==> config.mk <==
export PLATFORM = sky130hd
export DESIGN_NAME = fum_matrix
export DESIGN_NICKNAME = d
export VERILOG_FILES = /design/src/rtl/fum_pkg.sv /design/src/rtl/fum_row.sv /design/src/rtl/fum_pend_or.sv /design/src/rtl/fum_alu_group.sv /design/src/rtl/fum_matrix.sv
export SDC_FILE = /design/constraint.sdc
export NUM_CORES = 1
export LEC_CHECK = 0
export BUFFER_PORTS_ARGS = -buffer_cell sky130_fd_sc_hd__buf_2
export CELL_PAD_IN_SITES_DETAIL_PLACEMENT = 1
export CELL_PAD_IN_SITES_GLOBAL_PLACEMENT = 1
export CORE_MARGIN = 3
export CORE_UTILIZATION = 40
export CTS_CLUSTER_DIAMETER = 150
export DETAILED_ROUTE_END_ITERATION = 16
export GPL_TIMING_DRIVEN = 0
export PLACE_DENSITY = 0.89
export SYNTH_ARGS = -nofsm -noshare
export SYNTH_HDL_FRONTEND = slang
export SYNTH_SLANG_ARGS = --single-unit
==> constraint.sdc <==
create_clock -name clk -period 4.45 [get_ports clk]
set_clock_uncertainty 0.05 [all_clocks]
set_input_delay 0.6675 -clock clk [delete_from_list [all_inputs] [get_ports clk]]
set_output_delay 0.6675 -clock clk [all_outputs]
set_load 0.005 [all_outputs]
==> src/rtl/fum_pkg.sv <==
package fum_pkg;
    typedef struct packed {
        logic busy;
        logic nr1;
        logic nr2;
        logic nw;
    } row_flags_t;
endpackage

==> src/rtl/fum_row.sv <==
module fum_row #(
    parameter int DW  = 16,
    parameter int RIW = 3
) (
    input  logic           clk,
    input  logic           rst_n,
    input  logic           ld,
    input  logic           ld_nr1,
    input  logic           ld_nr2,
    input  logic           ld_nw,
    input  logic [RIW-1:0] ld_s1,
    input  logic [RIW-1:0] ld_s2,
    input  logic [RIW-1:0] ld_dst,
    input  logic [DW-1:0]  ld_opa,
    input  logic [DW-1:0]  ld_opb,
    input  logic           retire,
    input  logic           kill,
    input  logic           bc_fire,
    input  logic [RIW-1:0] bc_reg,
    input  logic [DW-1:0]  bc_data,
    output logic           busy,
    output logic           rd_done,
    output logic           nw,
    output logic [RIW-1:0] dst,
    output logic [DW-1:0]  opa,
    output logic [DW-1:0]  opb
);
    typedef struct packed {
        fum_pkg::row_flags_t f;
        logic [RIW-1:0]      s1;
        logic [RIW-1:0]      s2;
        logic [RIW-1:0]      dst;
        logic [DW-1:0]       opa;
        logic [DW-1:0]       opb;
    } st_t;

    st_t st_d, st_q;

    always_comb begin
        st_d = st_q;
        if (kill || retire) begin
            st_d.f = '0;
        end else if (ld) begin
            st_d.f.busy = 1'b1;
            st_d.f.nr1  = ld_nr1;
            st_d.f.nr2  = ld_nr2;
            st_d.f.nw   = ld_nw;
            st_d.s1     = ld_s1;
            st_d.s2     = ld_s2;
            st_d.dst    = ld_dst;
            st_d.opa    = ld_opa;
            st_d.opb    = ld_opb;
        end else if (st_q.f.busy && bc_fire) begin
            if (st_q.f.nr1 && st_q.s1 == bc_reg) begin
                st_d.f.nr1 = 1'b0;
                st_d.opa   = bc_data;
            end
            if (st_q.f.nr2 && st_q.s2 == bc_reg) begin
                st_d.f.nr2 = 1'b0;
                st_d.opb   = bc_data;
            end
        end
    end

    always_ff @(posedge clk) begin
        if (!rst_n) st_q <= '0;
        else        st_q <= st_d;
    end

    assign busy    = st_q.f.busy;
    assign rd_done = st_q.f.busy && !st_q.f.nr1 && !st_q.f.nr2;
    assign nw      = st_q.f.nw;
    assign dst     = st_q.dst;
    assign opa     = st_q.opa;
    assign opb     = st_q.opb;
endmodule

==> src/rtl/fum_pend_or.sv <==
module fum_pend_or #(
    parameter int NROWS = 4,
    parameter int NREGS = 8,
    localparam int RIW  = $clog2(NREGS)
) (
    input  logic [NROWS-1:0]     nw,
    input  logic [NROWS*RIW-1:0] dst_flat,
    output logic [NREGS-1:0]     pend
);
    always_comb begin
        pend = '0;
        for (int r = 0; r < NREGS; r++) begin
            for (int i = 0; i < NROWS; i++) begin
                if (nw[i] && dst_flat[i*RIW +: RIW] == RIW'(r)) pend[r] = 1'b1;
            end
        end
    end
endmodule

==> src/rtl/fum_alu_group.sv <==
module fum_alu_group #(
    parameter int NROWS        = 4,
    parameter int ROWS_PER_ALU = 2,
    localparam int NALU        = NROWS / ROWS_PER_ALU
) (
    input  logic [NROWS-1:0] rd_ready,
    output logic [NALU-1:0]  alu_ready
);
    for (genvar a = 0; a < NALU; a++) begin : g_alu
        assign alu_ready[a] = |rd_ready[a*ROWS_PER_ALU +: ROWS_PER_ALU];
    end
endmodule

==> src/rtl/fum_matrix.sv <==
module fum_matrix #(
    parameter int NROWS        = 4,
    parameter int NREGS        = 8,
    parameter int DW           = 16,
    parameter int ROWS_PER_ALU = 2,
    localparam int RIW         = $clog2(NREGS),
    localparam int ROWW        = $clog2(NROWS),
    localparam int NALU        = NROWS / ROWS_PER_ALU
) (
    input  logic                  clk,
    input  logic                  rst_n,
    input  logic                  issue_valid,
    input  logic [ROWW-1:0]       issue_row,
    input  logic                  issue_src1_v,
    input  logic [RIW-1:0]        issue_src1_idx,
    input  logic [DW-1:0]         issue_src1_val,
    input  logic                  issue_src2_v,
    input  logic [RIW-1:0]        issue_src2_idx,
    input  logic [DW-1:0]         issue_src2_val,
    input  logic                  issue_dst_v,
    input  logic [RIW-1:0]        issue_dst,
    output logic                  issue_ok,
    output logic                  waw_conflict,
    input  logic                  wb_valid,
    input  logic [ROWW-1:0]       wb_row,
    input  logic [DW-1:0]         wb_data,
    input  logic                  kill_valid,
    input  logic [ROWW-1:0]       kill_row,
    output logic [NREGS-1:0]      pend_wr,
    output logic [NROWS-1:0]      row_busy,
    output logic [NROWS-1:0]      rd_ready,
    output logic [NALU-1:0]       alu_ready,
    output logic [NROWS*DW-1:0]   row_opa,
    output logic [NROWS*DW-1:0]   row_opb
);
    logic [NROWS-1:0]     nw_v;
    logic [NROWS*RIW-1:0] dst_flat;
    logic                 wb_fire, bc_fire;
    logic [RIW-1:0]       bc_reg;
    logic                 nr1_d, nr2_d;
    logic [DW-1:0]        opa_d, opb_d;

    fum_pend_or #(.NROWS(NROWS), .NREGS(NREGS)) pend_i (
        .nw(nw_v), .dst_flat(dst_flat), .pend(pend_wr)
    );

    fum_alu_group #(.NROWS(NROWS), .ROWS_PER_ALU(ROWS_PER_ALU)) grp_i (
        .rd_ready(rd_ready), .alu_ready(alu_ready)
    );

    always_comb begin
        waw_conflict = issue_valid && issue_dst_v && pend_wr[issue_dst];
        issue_ok     = issue_valid && !row_busy[issue_row] && !waw_conflict;
        wb_fire      = wb_valid && rd_ready[wb_row] &&
                       !(kill_valid && kill_row == wb_row);
        bc_fire      = wb_fire && nw_v[wb_row];
        bc_reg       = dst_flat[wb_row*RIW +: RIW];

        nr1_d = 1'b0;
        opa_d = issue_src1_val;
        if (issue_src1_v && pend_wr[issue_src1_idx]) begin
            if (bc_fire && bc_reg == issue_src1_idx) opa_d = wb_data;
            else                                     nr1_d = 1'b1;
        end
        nr2_d = 1'b0;
        opb_d = issue_src2_val;
        if (issue_src2_v && pend_wr[issue_src2_idx]) begin
            if (bc_fire && bc_reg == issue_src2_idx) opb_d = wb_data;
            else                                     nr2_d = 1'b1;
        end
    end

    for (genvar i = 0; i < NROWS; i++) begin : g_row
        fum_row #(.DW(DW), .RIW(RIW)) row_i (
            .clk     (clk),
            .rst_n   (rst_n),
            .ld      (issue_ok && issue_row == ROWW'(i)),
            .ld_nr1  (nr1_d),
            .ld_nr2  (nr2_d),
            .ld_nw   (issue_dst_v),
            .ld_s1   (issue_src1_idx),
            .ld_s2   (issue_src2_idx),
            .ld_dst  (issue_dst),
            .ld_opa  (opa_d),
            .ld_opb  (opb_d),
            .retire  (wb_fire && wb_row == ROWW'(i)),
            .kill    (kill_valid && kill_row == ROWW'(i)),
            .bc_fire (bc_fire),
            .bc_reg  (bc_reg),
            .bc_data (wb_data),
            .busy    (row_busy[i]),
            .rd_done (rd_ready[i]),
            .nw      (nw_v[i]),
            .dst     (dst_flat[i*RIW +: RIW]),
            .opa     (row_opa[i*DW +: DW]),
            .opb     (row_opb[i*DW +: DW])
        );
    end
endmodule

==> impl_metrics.yaml, run 1 <==
flow_run:
  drv_cap: 0
sta:
  whs_ns: 0.451
  final.min_clock_period_ns: 4.43
  tightest_slew_ns: 1.26
  slew_violations: 0
  relSlewSlack: 0.158
  fmax_ghz: 0.226
  finalHoldViolations: 0
  rsz0062_at_grt: "false"
  finalSetupViolCount: 0
  setup_tns_ns: 0
  timing.final.crit_share: 0.996
yosys:
  async_flop_share: 0
  avgSynthCellArea_sq_um: 8.25
  synth_cell_types: 58
  syn_area_sq_um: 11800
  synthMuxAreaShare: 0.0113
  synth_flop_cell: "dfxtp_1"
  synth-edff-count: 0
  synth_xor_area_frac: 0.0237
  synthTopCellsByArea: "dfxtp_1, a311oi_1, buf_4"
  synth_cells: 1436
  yosys.area.top_type: "dfxtp_1"
  synth-seq-cells: 180
  ys_seq_area_frac: 0.304
  synthTopCellsByCount: "dfxtp_1, nand4_1, clkbuf_1"
  synth-simple-area-share: 0.168
  synth_warnings: 0
  synth.most_common_cell: "dfxtp_1"
  synth_top_family_by_area: "compound AO/OA/AOI/OAI gates"
  synth_compound_area_frac: 0.333
  yosysTopAreaCellShare: 0.304
  synthAdderAreaFrac: 0
  synth_fp_nets: 1507
floorplan:
  ios: 219
  design.core.area_sq_um: 28900
  rows: 62
  die_h_microns: 178
  die_x_microns: 178
  start_util: 0.409
  die_area_sq_um: 31700
clocking:
  clkTransAtPathRegs_ns: 0.08
  cts.sinks: 180
  cts_tree: "yes"
  clock-root-buffer: "clkbuf_16"
  hold_buffers: 0
  cts_buffers: 17
  cts.path.max_buffers: 2
  clk_latency_ns: 0.47
  cts_max_level: 4
worst_setup_path:
  max_stage_delay_ns: 0.59
  crit_chain: "clkbuf_1, nor4bb_1, or4_4, and3b_1, a31o_1, nor4_4, buf_4, buf_2, nand2_1, nor2_1, buf_2"
  critPathKind: "flop to output pin"
  cp-end-kind: "output pin"
  cp_max_fo: 10
  startpoint_type: "flop"
  critical_path.most_common_cell: "buf_2"
  cp.required_ns: 3.73
  critPathArrivalTime_ns: 3.72
  critPathSlowestCell: "or4_4"
drt:
  num_vias: 14077
  drc_errors: 0
  drtPass1Iterations: 7
  drtIter0Drc: 1680
  postRouteWirelength_mm: 60.2
  vias_per_cell: 6.88
  final_antenna_net_count: 0
  post_drt_wl_per_cell_microns: 29.4
final_layout:
  nets: 1718
  final_design_area_no_fill_sq_um: 13900
  drive_above_1_share: 0.258
  area_delta_synth_final_pct: 17.4
  nFillCells: 3595
grt:
  overflow: 0
  grt_start_max_net_pins: 19
  antenna_found_initial: 0
  grt_pass1_vias: 13600
  grt_usage: 0.367
  grt_pass1_wl_mm: 87.1
power_and_ir_drop:
  switching_share: 0.331
  p_leak_nw: 5.03
  ir_drop_mv: 0.209
  p_per_area_nw_per_um2: 297
  p_comb_frac: 0.196
  seqPwrFrac: 0.424
  p_clk_frac: 0.380
  p_int_w: 0.00276
  power_switching_w: 0.00137
placed_design:
  port_buffers: 195
  hpwl_mm: 44.2
  place.gp.congestion: 1.04
  dpl-instance-area_sq_um: 13300
worst_hold_path:
  hold_class: "flop to flop"
status:
  status: "finished clean"
## cell usage in the layout (no fill, tap or decap), types with 6 or more instances in the layout
cell type	Yosys	routed
a311oi_1	129	129
nor2_1	26	26
nor3_1	8	8
dfxtp_1	180	180
clkbuf_1	142	138
o31ai_1	128	128
nand3_1	45	45
xnor2_1	32	32
a211oi_1	131	131
o22ai_1	9	9
nand4_1	145	145
nand2b_1	12	12
o22ai_2	8	8
buf_2	35	230
clkbuf_16	0	17
inv_1	13	13
nand2_1	26	26
and2_1	38	38
nor2b_1	6	6
o21ai_0	53	53
a21oi_1	38	38
o32ai_1	7	7
buf_4	136	137
buf_1	23	22
## kinds of logic (layout without fill, tap and decap cells)
family / Yosys count / in the layout
AOI/OAI and AO/OA: 527 / 527
buffers and inverters: 351 / 575
and+or+nand+nor: 339 / 339
DFF: 180 / 180
xor gates and xnor gates: 32 / 32
muxes: 7 / 7
other: 0 / 1
## worst max-delay path, delay by kind of cell (launching register included)
| family | cells | cell delay [ns] |
|---|---|---|
| buf+inv | 4 | 0.95 |
| compound gates | 1 | 0.23 |
| flops | 1 | 0.30 |
| simple gates | 6 | 1.76 |
## area by class of cell
type                            count  area [sq um]  share of cell area
Clock inverter                     14           135             0.00972
Timing Repair Buffer              195           976              0.0702
Clock buffer                       18           439              0.0316
Tap cell                          384           480              0.0346
Buffer                            335          1830               0.132
Sequential cell                   180          3600               0.259
Inverter                           13          48.8             0.00351
Multi-Input combinational cell    905          6390               0.459
Antenna cell                        1          2.50            0.000180
## flip-flops by register name, summed over array words and instances, names as in the netlist
register	cells
g_row.row_i.nw	4
g_row.row_i.busy	4
g_row.row_i.dst	12
g_row.row_i.opb	64
g_row.row_i.st_q	32
g_row.row_i.opa	64
## final timing paths
check                          startpoint                       to  cells past startpoint  slack (ns)
setup / recovery    g_row[2].row_i.dst[0]                 issue_ok                     11        0.02
hold / removal    g_row[0].row_i.st_q[38]  g_row[0].row_i.st_q[38]                      2        0.45
setup reg to reg      g_row[3].row_i.busy   g_row[3].row_i.opb[14]                      9        0.07
hold reg to reg   g_row[0].row_i.st_q[38]  g_row[0].row_i.st_q[38]                      2        0.45
## what timing repair did
item                                    in CTS  in global routing
setup buffers                                0                  0
gates resized for setup                      5                  4
endpoints found under the setup margin      51                 29
gates cloned                                 0                  0
## per-stage QoR
| step | util | setup WS [ns] | std cells | total power [W] |
|---|---|---|---|---|
| floorplan | - | 1.03 | 1436 | 0.00224 |
| global placement | 0.460 | -0.0269 | 2015 | 0.00254 |
| detailed placement | 0.460 | -0.124 | 2015 | 0.00256 |
| CTS | 0.480 | 0.00153 | 2044 | 0.00406 |
| global route | 0.480 | 0.0104 | 2044 | 0.00422 |
| finish | 0.481 | 0.0171 | 2045 | 0.00413 |
## per-layer routing
metal / track usage / vias up / part of all wire
met5: 0 / - / 0
met4: 0.237 / 0 / 0.077
met3: 0.0926 / 283 / 0.11
met2: 0.572 / 1012 / 0.44
met1: 0.449 / 6810 / 0.37
li1: - / 5972 / -
## power groups by stage
stage / sequential, W / clock [W] / combinational, W
floorplan: 0.00176 / 0 / 0.000482
global placement: 0.00178 / 0 / 0.000755
detailed placement: 0.00178 / 0 / 0.000775
CTS: 0.00175 / 0.00153 / 0.000781
global route: 0.00176 / 0.00161 / 0.000852
finish: 0.00175 / 0.00157 / 0.000811
Power figures use the tool's default switching activity.
==> run 2: changes to the inputs <==
--- a/config.mk
+++ b/config.mk
@@ -5,15 +5,16 @@
 export SDC_FILE = /design/constraint.sdc
 export NUM_CORES = 1
 export LEC_CHECK = 0
+export ABC_AREA = 1
 export BUFFER_PORTS_ARGS = -buffer_cell sky130_fd_sc_hd__buf_2
 export CELL_PAD_IN_SITES_DETAIL_PLACEMENT = 1
 export CELL_PAD_IN_SITES_GLOBAL_PLACEMENT = 1
 export CORE_MARGIN = 3
-export CORE_UTILIZATION = 40
+export CORE_UTILIZATION = 39
 export CTS_CLUSTER_DIAMETER = 150
 export DETAILED_ROUTE_END_ITERATION = 16
 export GPL_TIMING_DRIVEN = 0
-export PLACE_DENSITY = 0.89
+export PLACE_DENSITY = 0.93
 export SYNTH_ARGS = -nofsm -noshare
 export SYNTH_HDL_FRONTEND = slang
 export SYNTH_SLANG_ARGS = --single-unit
==> run 2 against run 1 <==
Effect of this change: die area grew 5.3%; register-to-register slack improved by 1.2 ns; worst setup slack better by 1.2 ns; core utilization shrank 1.4 points; via count decreased by 0.92%; cell area increased by 2.8%; critical path type unchanged; largest cell class unchanged.
==> impl_metrics.yaml, run 2 <==
drt:
  final_antenna_net_count: 0
  drtPass1Iterations: 6
  drc_errors: 0
  num_vias: 13948
  drtIter0Drc: 994
  postRouteWirelength_mm: 52.4
  post_drt_wl_per_cell_microns: 19.0
  vias_per_cell: 5.06
yosys:
  synthTopCellsByCount: "nand2_1, nor2_1, inv_1"
  synthTopCellsByArea: "dfxtp_1, nand2_1, nor2_1"
  yosysTopAreaCellShare: 0.296
  synth-edff-count: 0
  synth_cell_types: 33
  yosys.area.top_type: "dfxtp_1"
  syn_area_sq_um: 12200
  async_flop_share: 0
  synth_flop_cell: "dfxtp_1"
  ys_seq_area_frac: 0.296
  synth.most_common_cell: "nand2_1"
  synth_warnings: 0
  synth_fp_nets: 2188
  synth-seq-cells: 180
  avgSynthCellArea_sq_um: 5.75
  synth_cells: 2117
final_layout:
  antenna_cells: 0
  area_delta_synth_final_pct: 17.4
  fin_cells: 2756
  nFillCells: 4415
  final_common_cell: "nand2_1"
  layout_common_cells: "nand2_1, nor2_1, buf_2"
  drive_above_1_share: 0.213
  nets: 2418
  final_util: 0.466
worst_setup_path:
  startpoint_type: "flop"
  worstSetupPathDepth: 14
  critPathArrivalTime_ns: 2.54
  critical_path.most_common_cell: "nand2_1"
  cp_max_fo: 6
  max_stage_delay_ns: 0.60
  critPathKind: "flop to output pin"
  cp.required_ns: 3.73
  cp-end-kind: "output pin"
  critPathTopFamily: "simple AND/OR/NAND/NOR gates"
  critPathBufInv: 4
  critPathSlowestCell: "dfxtp_1"
  ff2ff_path_depth: 18
  crit_chain: "nand2_1, inv_1, nand2_1, nand2_1, inv_1, nand2_1, nand2_1, nand3_1, nand2_1, nand2_1, nand3_2, nand2_4, inv_1, buf_2"
sta:
  timing.final.crit_share: 0.733
  setup_tns_ns: 0
  finalSetupViolCount: 0
  finalHoldViolations: 0
  whs_ns: 0.465
  fmax_ghz: 0.307
  final.min_clock_period_ns: 3.26
  slew_violations: 0
  rsz0062_at_grt: "false"
  relSlewSlack: 0.391
  setup_slack_ns: 1.19
  tightest_slew_ns: 0.914
clocking:
  cts_max_level: 4
  hold_buffers: 0
  cts_resized: 0
  cts.path.max_buffers: 2
  clk_latency_ns: 0.46
  cts_buffers: 17
  clkTransAtPathRegs_ns: 0.09
  cts.sinks: 180
  clock-root-buffer: "clkbuf_16"
  cts_setup_buffers: 0
  cts_tree: "yes"
floorplan:
  die_area_sq_um: 33400
  design.core.area_sq_um: 30700
  ios: 219
  die_h_microns: 183
  start_util: 0.397
  rows: 64
  die_x_microns: 183
placed_design:
  place.gp.congestion: 0.980
  pre_cts_ws_ns: 1.17
  hpwl_mm: 39.9
  dp.cells: 2724
  port_buffers: 211
power_and_ir_drop:
  p_per_area_nw_per_um2: 299
  p_leak_nw: 8.33
  ir_drop_mv: 0.196
grt:
  overflow: 0
  grt_pass1_vias: 14392
  antenna_found_initial: 1
  grt_start_max_net_pins: 19
  grt_pass1_wl_mm: 79.1
  grt_usage: 0.306
status:
  status: "finished clean"
worst_hold_path:
  hold_class: "flop to flop"
  min_path_cells: 4
flow_run:
  drv_cap: 0
-- run 2: cell count changes in the layout (fill, tap and decap cells not counted), sizes merged, moves of 30 or more --
cell,previous run,this run
a211oi,131,4
a311oi,129,0
and2,38,0
clkbuf,157,42
inv,21,236
nand2,26,878
nand4,145,2
nor2,26,414
o21bai,0,32
o31ai,128,0
xnor2,32,2
-- run 2: worst paths after layout --
kind / from / end / slack (ns)
hold reg to reg: g_row[0].row_i.opb[3] / g_row[0].row_i.opb[3] / 0.47
setup reg to reg: g_row[1].row_i.nw / g_row[2].row_i.opa[14] / 1.27
setup / recovery: g_row[1].row_i.nw / issue_ok / 1.19
hold / removal: g_row[0].row_i.opb[3] / g_row[0].row_i.opb[3] / 0.47
-- run 2: layout make-up --
cell class                 instances  area [sq um]  share of cell area
sequential                       180          3600               0.252
timing repair buffer             211          1060              0.0739
inverter                         230           863              0.0604
clock buffer                      17           425              0.0298
buffer                           219          1480               0.103
tap                              396           495              0.0347
multi-input combinational       1488          6230               0.436
clock inverter                    15           144              0.0101
-- run 2: cells by family after synthesis --
kind of cell	Yosys count	synth area share
AND/OR/NAND/NOR	1365	0.448
XOR/XNOR	14	0.0101
flip-flops	180	0.296
AO/OA/AOI/OAI	109	0.0540
buffers and inverters	449	0.192
-- run 2: per-layer routing --
layer | GRT usage | share of wire
met1 | 0.365 | 0.40
met5 | 0 | 0
met3 | 0.0409 | 0.069
met4 | 0.178 | 0.063
met2 | 0.526 | 0.47
-- run 2: per-stage QoR --
stage / instance area, sq um / power [W]
after CTS: 14300 / 0.00426
final: 14300 / 0.00428
after floorplan: 12200 / 0.00236
after global routing: 14300 / 0.00443
after global placement: 13700 / 0.00270
after detailed placement: 13700 / 0.00274
-- run 2: worst reg2reg max path, delay by kind of cell (launching register included) --
kind | cells | cell delay, ns
AND/OR/NAND/NOR | 15 | 1.96
flip-flops | 1 | 0.60
buffers and inverters | 3 | 0.44
-- run 2: report_power, final --
group | internal (W) | switching, W | total, W
Combinational | 0.000337 | 0.000644 | 0.000981
Sequential | 0.00170 | 0.0000639 | 0.00176
Clock | 0.000742 | 0.000793 | 0.00154
Total | 0.00277 | 0.00150 | 0.00428
==> run 3: changes to the inputs <==
==> constraint.sdc (replaced) <==
create_clock -name clk -period 3.3 [get_ports clk]
set_clock_uncertainty 0.05 [all_clocks]
set_input_delay 0.495 -clock clk [delete_from_list [all_inputs] [get_ports clk]]
set_output_delay 0.495 -clock clk [all_outputs]
set_load 0.005 [all_outputs]
==> run 3 against run 2 <==
Effect of this change: sequential power increased by 35%; routed wire length about the same; critical path depth increased by 4; total power increased by 35%; non-clock buffer count unchanged; clock power increased by 34%; combinational power increased by 35%; sequential share of layout area unchanged; core utilization unchanged; cell area unchanged; critical endpoint is now g_row[2].row_i.opa[14].
==> impl_metrics.yaml, run 3 (synthesized netlist as in run 2, its figures left out) <==
worst_setup_path:
  ff2ff_path_depth: 18
  critPathArrivalTime_ns: 3.40
  cp_max_fo: 10
  rrSetupSlack_ns: 0.19
  critPathKind: "flop to flop"
  crit_start: "g_row[1].row_i.nw"
  crit_path_end: "g_row[2].row_i.opa[14]"
  cp-end-kind: "flop"
  cp.required_ns: 3.59
  rr_startpoint: "g_row[1].row_i.nw"
  timing.rr.end: "g_row[2].row_i.opa[14]"
  startpoint_type: "flop"
grt:
  grt_pass1_vias: 14395
  grt_start_max_net_pins: 19
  antenna_found_initial: 1
  overflow: 0
  grt_pass1_wl_mm: 79.1
  grt_usage: 0.306
power_and_ir_drop:
  p_leak_nw: 8.33
  p_per_area_nw_per_um2: 403
  ir_drop_mv: 0.261
final_layout:
  nFillCells: 4415
  nets: 2418
  fin_cells: 2756
  area_delta_synth_final_pct: 17.4
  drive_above_1_share: 0.213
  layout_common_cells: "nand2_1, nor2_1, buf_2"
  multiInputGateArea_sq_um: 6230
  final_util: 0.466
  final-seq-area_sq_um: 3600
  antenna_cells: 0
  final_common_cell: "nand2_1"
clocking:
  cts_tree: "yes"
  cts_max_level: 4
  cts_resized: 0
  clock-root-buffer: "clkbuf_16"
  cts_buffers: 17
  clk_latency_ns: 0.46
  cts.sinks: 180
  cts.path.max_buffers: 2
  clkTransAtPathRegs_ns: 0.09
  hold_buffers: 0
  cts_setup_buffers: 0
floorplan:
  die_area_sq_um: 33400
  ios: 219
  start_util: 0.397
  design.core.area_sq_um: 30700
  die_x_microns: 183
  die_h_microns: 183
  rows: 64
drt:
  final_antenna_net_count: 0
  num_vias: 13989
  postRouteWirelength_mm: 52.4
  vias_per_cell: 5.08
  drtIter0Drc: 1035
  post_drt_wl_per_cell_microns: 19.0
  drtPass1Iterations: 5
  drc_errors: 0
sta:
  finalHoldViolations: 0
  rsz0062_at_grt: "false"
  tightest_slew_ns: 0.897
  slew_violations: 0
  whs_ns: 0.337
  final.min_clock_period_ns: 3.11
  relSlewSlack: 0.402
  fmax_ghz: 0.321
  finalSetupViolCount: 0
  timing.final.crit_share: 0.943
  setup_tns_ns: 0
placed_design:
  hpwl_mm: 39.9
  port_buffers: 211
  place.gp.congestion: 0.980
  dp.cells: 2724
flow_run:
  drv_cap: 0
worst_hold_path:
  hold_class: "input port to flop"
status:
  status: "finished clean"
-- run 3: where the power goes --
group	switching, W	internal (W)
clock network	0.00106	0.00100
logic	0.000869	0.000455
registers	0.0000864	0.00229
-- run 3: area by class of cell --
type / instances / area share
inverters: 230 / 0.0604
well taps: 396 / 0.0347
repair buffers: 211 / 0.0739
plain buffers: 219 / 0.103
clock buffers: 17 / 0.0298
multi-input cells: 1488 / 0.436
clock inverters: 15 / 0.0101
flip-flops and latches: 180 / 0.252
-- run 3: how the worst min path moves through the flow --
stage	to	from	slack, ns	depth (start not counted)
4_1_cts	g_row[2].row_i.nw	issue_dst_v	0.32	3
2_1_floorplan	g_row[0].row_i.st_q[42]	g_row[0].row_i.st_q[42]	0.41	2
3_3_place_gp	g_row[0].row_i.st_q[42]	g_row[0].row_i.st_q[42]	0.42	2
3_5_place_dp	g_row[1].row_i.st_q[43]	g_row[1].row_i.st_q[43]	0.45	2
5_1_grt	g_row[2].row_i.nw	issue_dst_v	0.34	3
6_report	g_row[2].row_i.nw	issue_dst_v	0.34	3
-- run 3: worst max-delay path, stage by stage (launching register included) --
cell and delay (ns):
dfxtp_1 0.57, nand2_1 0.19, inv_1 0.09, nand2_1 0.05, nand2_1 0.12, inv_1 0.05, nand2_1 0.08, nand2_1 0.05
nand3_1 0.06, nand2_1 0.08, nand2_1 0.08, nand3_2 0.21, nand3_1 0.36, nand2_1 0.10, nand2_1 0.29, buf_2 0.29
nand2_1 0.09, nand2_1 0.10, nor2_1 0.07
-- run 3: routing by layer --
layer  track usage  wire (microns)  vias to the layer above
met5             0               0                        -
met4         0.179            3250                        0
met3        0.0409            3600                      185
met2         0.525           24900                      606
met1         0.366           20700                     6599
li1              -               -                     6599
-- run 3: stage by stage --
stage                     power [W]  cell area (sq um)  setup slack [ns]
after global placement      0.00365              13700             0.328
after floorplan             0.00318              12200              1.09
final                       0.00576              14300             0.189
after CTS                   0.00574              14300             0.244
after detailed placement    0.00370              13700             0.188
after global routing        0.00598              14300            0.0417
